<file path="config.mk">
export PLATFORM = sky130hd
export DESIGN_NAME = dual_wait_gen
export DESIGN_NICKNAME = d
export VERILOG_FILES = /design/src/rtl/wait_pkg.sv /design/src/rtl/wait_class_sel.sv /design/src/rtl/wait_down_cnt.sv /design/src/rtl/ready_negedge_reg.sv /design/src/rtl/dual_wait_gen.sv
export SDC_FILE = /design/constraint.sdc
export NUM_CORES = 1
export LEC_CHECK = 0
export ABC_AREA = 0
export BUFFER_PORTS_ARGS = -buffer_cell sky130_fd_sc_hd__buf_4
export CELL_PAD_IN_SITES_DETAIL_PLACEMENT = 1
export CELL_PAD_IN_SITES_GLOBAL_PLACEMENT = 1
export CORE_AREA = 2 2 39 41
export CTS_CLUSTER_SIZE = 16
export DETAILED_ROUTE_END_ITERATION = 10
export DIE_AREA = 0 0 41 43
export GPL_ROUTABILITY_DRIVEN = 1
export GPL_TIMING_DRIVEN = 0
export MAX_ROUTING_LAYER = met4
export PLACE_DENSITY_LB_ADDON = 0.1
export RECOVER_POWER = 25
export SYNTH_ARGS = -nofsm -noshare
export SYNTH_HDL_FRONTEND = slang
export SYNTH_SLANG_ARGS = --single-unit
</file>
<file path="constraint.sdc">
create_clock -name clk_i -period 1.8 [get_ports clk_i]
set_input_delay 0.09 -clock clk_i [delete_from_list [all_inputs] [get_ports clk_i]]
set_output_delay 0.09 -clock clk_i [all_outputs]
set_load 0.01 [all_outputs]
</file>
<file path="src/rtl/wait_pkg.sv">
package wait_pkg;
  localparam int unsigned SET_W     = 4;
  localparam int unsigned MAX_WAITS = 8;
  localparam int unsigned CNT_W     = $clog2(MAX_WAITS + 1);

  typedef enum logic [1:0] {
    CLS_NONE = 2'd0,
    CLS_ROM  = 2'd1,
    CLS_IO   = 2'd2
  } cyc_cls_e;

  function automatic logic [CNT_W-1:0] clamp_waits(input logic [SET_W-1:0] w);
    if (w > SET_W'(MAX_WAITS)) return CNT_W'(MAX_WAITS);
    return CNT_W'(w);
  endfunction
endpackage

</file>
<file path="src/rtl/wait_class_sel.sv">
module wait_class_sel
  import wait_pkg::*;
(
  input  logic             rom_sel_i,
  input  logic             io_sel_i,
  input  logic             inta_i,
  input  logic [SET_W-1:0] rom_waits_i,
  input  logic [SET_W-1:0] io_waits_i,
  output cyc_cls_e         cls_o,
  output logic [CNT_W-1:0] load_val_o
);
  // boot memory decode wins over I/O
  always_comb begin
    if (rom_sel_i)                cls_o = CLS_ROM;
    else if (io_sel_i || inta_i)  cls_o = CLS_IO;
    else                          cls_o = CLS_NONE;
  end

  always_comb begin
    unique case (cls_o)
      CLS_ROM: load_val_o = clamp_waits(rom_waits_i);
      CLS_IO:  load_val_o = clamp_waits(io_waits_i);
      default: load_val_o = '0;
    endcase
  end
endmodule

</file>
<file path="src/rtl/wait_down_cnt.sv">
module wait_down_cnt
  import wait_pkg::*;
(
  input  logic             clk_i,
  input  logic             rst_ni,
  input  logic             load_i,
  input  logic [CNT_W-1:0] load_val_i,
  output logic             busy_o
);
  logic [CNT_W-1:0] cnt_q;

  always_ff @(posedge clk_i or negedge rst_ni) begin
    if (!rst_ni)             cnt_q <= '0;
    else if (load_i)         cnt_q <= load_val_i;
    else if (cnt_q != '0)    cnt_q <= cnt_q - 1'b1;
  end

  assign busy_o = (cnt_q != '0);
endmodule

</file>
<file path="src/rtl/ready_negedge_reg.sv">
module ready_negedge_reg (
  input  logic clk_i,
  input  logic rst_ni,
  input  logic rdy_i,
  output logic rdy_o
);
  // falling-edge stage gives half a period of setup to the CPU
  always_ff @(negedge clk_i or negedge rst_ni) begin
    if (!rst_ni) rdy_o <= 1'b1;
    else         rdy_o <= rdy_i;
  end
endmodule

</file>
<file path="src/rtl/dual_wait_gen.sv">
module dual_wait_gen
  import wait_pkg::*;
(
  input  logic             clk_i,
  input  logic             rst_ni,
  input  logic             cyc_start_i,
  input  logic             rom_sel_i,
  input  logic             io_sel_i,
  input  logic             inta_i,
  input  logic [SET_W-1:0] rom_waits_i,
  input  logic [SET_W-1:0] io_waits_i,
  output logic             ready_o
);
  cyc_cls_e         cls;
  logic [CNT_W-1:0] load_val;
  logic             busy;

  wait_class_sel u_sel (
    .rom_sel_i   (rom_sel_i),
    .io_sel_i    (io_sel_i),
    .inta_i      (inta_i),
    .rom_waits_i (rom_waits_i),
    .io_waits_i  (io_waits_i),
    .cls_o       (cls),
    .load_val_o  (load_val)
  );

  wait_down_cnt u_cnt (
    .clk_i      (clk_i),
    .rst_ni     (rst_ni),
    .load_i     (cyc_start_i),
    .load_val_i (load_val),
    .busy_o     (busy)
  );

  ready_negedge_reg u_rdy (
    .clk_i  (clk_i),
    .rst_ni (rst_ni),
    .rdy_i  (~busy),
    .rdy_o  (ready_o)
  );
endmodule

</file>
## Word level (Yosys, flattened, before mapping)

Cells that the tools add are included.

| storage, ports and cells | value |
|---|---|
| bits in registers | 5 |
| latch bits | 0 |
| RAM bits | 0 |
| memory bits (read-only) | 0 |
| input port bits | 14 |
| output and inout bits | 1 |
| memories | 0 |

| operators by class | value |
|---|---|
| add/subtract/negate cells | 1 |
| multiply operators | 0 |
| divide/modulo/power cells | 0 |
| order comparisons | 2 |
| equality and inequality tests | 2 |
| shift-type cells | 0 |
| multiplexer cells | 13 |
| bitwise logic cells | 1 |
| reductions and logical operators | 3 |

Operators with widths:

| cell | number |
|---|---|
| 4-bit 2-to-1 mux | 6 |
| 4-bit greater-than comparator (second input constant) | 2 |
| 4-bit case mux with 2 select lines | 1 |
| 1-bit 2-to-1 mux | 4 |
| 2-bit 2-to-1 mux | 2 |
| 4-bit nonzero test | 1 |
| 4-bit by 1-bit subtractor with 4-bit output (second input constant) | 1 |
| 2-bit by 1-bit equality test with 1-bit output (second input constant) | 1 |
| 2-bit equality test (second input constant) | 1 |
| 2-bit nonzero test | 1 |
| 1-bit logical OR | 1 |
| 1-bit NOT | 1 |

## Longest topological paths before layout

| logic depth | value |
|---|---|
| depth after elaboration | 8 |
| mapped depth | 5 |

## Modules after synthesis

A second synthesis with hierarchy kept.

| unflattened totals | value |
|---|---|
| cells, all modules | 37 |
| area total of the unflattened synthesis | 359.1 sq um |

By module, submodules not included:

| module | instances | cells each | area each (sq um) | seq. area each (sq um) |
|---|---|---|---|---|
| wait_down_cnt | 1 | 26 | 251.5 | 100.1 |
| wait_class_sel | 1 | 8 | 73.8 | 0.0 |
| ready_negedge_reg | 1 | 2 | 30.0 | 26.3 |
| dual_wait_gen | 1 | 1 | 3.8 | 0.0 |

==> qor.csv <==
metric;value;unit
via_count;328;
worstRegToRegCells;3;
slowest_stage;dfstp_2;
whs_path_depth;2;
arrival;1.81;ns
cp_max_fo;1;
grt_max_degree;7;
final_design_area_no_fill;498;um2
rows;14;
clock-sinks;5;
wl_per_cell;12.4;um
placed_area;447;um2
grt_pass1_wl;1.45;mm
cts_made_buffers;3;
min_to;u_cnt.cnt_q[1];
multi_input_area;180;um2
grtUsageTotal;0.132;
yosysUniqueCellTypes;19;
crit_path_cell_trace;buf_6;
gp_congestion;0.648;
grt-ovfl-total;0;
ys_warn_count;0;
initial_utilization;0.223;
drc;0;
drive_above_1_share;0.481;
grt_setup_unrepaired;true;
vdd_drop_max;0.000472;V
grt_pass1_vias;350;
fin_ws;-0.0994;ns
setup_viol;1;
tightest_slew;0.289;ns
hpwl;698;um
die_w;41;um
relSlewSlack;0.807;
min_from;cyc_start_i;
worst-path-stages;1;
syn_nets;46;
dieArea;1760;um2
final_cell_mix;14 x buf_4, 4 x dfrtp_1;
cts.clk_slew.worst_paths;0.05;ns
violations;setup timing;
syn_area;309;um2
ios;15;
nets;68;
worst-setup-path-type;register to output pin;
ant_nets;0;
cts_buffer_depth;2;
r2r-end;u_rdy.rdy_o;
final_common_cell;buf_4;
leakagePower;0.226;nW
setup_tns;-0.0994;ns
h-tree-depth;1;
outcome;complete, but fails checks;
core;1380;um2
yosys_register_bits;5;
critPathTopFamily;flip-flops;
hold_slack;0.0643;ns
die_h;43;um
r2r_slack;0.05;ns
crit_path_end_kind;output pin;
layoutNonFillerInstCount;68;
antenna_cells;0;
max_stage_delay;0.51;ns
ys_seq_area_frac;0.409;
regArea;126;um2
placed_cells;61;
skew;0.0603;ns
max_cap_viol_count;0;
cts_tree;built;
wl;844;um
place_ws;-0.108;ns
hold_path_class;primary input to register;
cts_root_buf;clkbuf_4;
drv_slew;0;
required;1.71;ns
drt_iter0_drc;6;
vias_per_cell;4.82;
first_pass_iters;4;
cp_num_buf_inv;1;
antenna_found_initial;0;
clock_latency;0.31;ns
area_growth;61.1;%
startpoint_type;register;
hold_violations;0;
syn_inst;31;
portBuffers;14;
r2r-start;u_cnt.cnt_q[0];
avgSynthCellArea;9.97;um2
powerDensity;1260;nW/um2
fill_cells;165;
-- report_power, final --
group / internal (mW) / switching [mW] / leakage, nW
logic: 0.176 / 0.115 / 0.142
clock network: 0.0815 / 0.0578 / 0.0245
registers: 0.158 / 0.0374 / 0.0599
-- layout make-up --
class | count | area share
multi-input cells | 22 | 0.362
repair buffers | 17 | 0.261
flip-flops and latches | 5 | 0.254
clock buffers | 3 | 0.0452
well taps | 16 | 0.0402
inverters | 3 | 0.0226
clock inverters | 2 | 0.0151
-- cell families after synthesis --
| family | after synthesis | synth area share |
|---|---|---|
| and+or+nand+nor | 9 | 0.194 |
| AOI/OAI and AO/OA | 8 | 0.178 |
| DFF | 5 | 0.409 |
| buffers and inverters | 4 | 0.0486 |
| muxes | 3 | 0.101 |
| xor gates and xnor gates | 1 | 0.0283 |
| adders and majority gates | 1 | 0.0405 |
-- synth_stat cells, drive strengths merged --
cell | number | area [um2]
dfrtp | 4 | 100
o22ai | 3 | 18.8
nor3 | 1 | 5.00
nor3b | 1 | 18.8
nor2b | 1 | 6.26
xnor2 | 1 | 8.76
nand2 | 1 | 3.75
o21ai | 1 | 5.00
mux2i | 2 | 20.0
a32oi | 3 | 26.3
nand3 | 1 | 5.00
inv | 4 | 15.0
a21oi | 1 | 5.00
nand3b | 1 | 7.51
mux2 | 1 | 11.3
ha | 1 | 12.5
nor2 | 2 | 7.51
or2 | 1 | 6.26
dfstp | 1 | 26.3
-- state kept, by name, indices dropped and copies added (netlist names) --
name         flops
u_cnt.cnt_q      4
u_rdy.rdy_o      1
-- worst max path at each step --
stage,slack (ns),end,startpoint
4_1_cts,-0.11,ready_o,u_rdy.rdy_o
3_5_place_dp,-0.11,u_rdy.rdy_o,u_cnt.cnt_q[1]
3_3_place_gp,-0.07,u_rdy.rdy_o,u_cnt.cnt_q[1]
2_1_floorplan,0.003,u_rdy.rdy_o,u_cnt.cnt_q[1]
5_1_grt,-0.13,ready_o,u_rdy.rdy_o
6_report,-0.1,ready_o,u_rdy.rdy_o
-- layer usage --
| metal | part of all wire | global-route usage |
|---|---|---|
| met2 | 0.52 | 0.184 |
| met1 | 0.41 | 0.146 |
| met4 | 0.021 | 0.120 |
| met3 | 0.046 | 0.0314 |
| met5 | 0 | - |
-- through the flow --
step                       util  power, mW
after floorplan               -      0.381
after global placement    0.323      0.451
after detailed placement  0.323      0.470
after CTS                 0.357      0.626
after global routing      0.360      0.681
final                     0.360      0.626
-- repair_timing --
| action | 4_1_cts | 5_1_grt |
|---|---|---|
| setup buffers | 1 | 1 |
| resized for setup | 1 | 1 |
| setup endpoints to repair | 2 | 2 |
| endpoints found under the hold margin | 4 | 0 |
| pin swaps | 0 | 0 |
| hold buffers | 1 | 0 |
(Power assumes the default switching activity.)
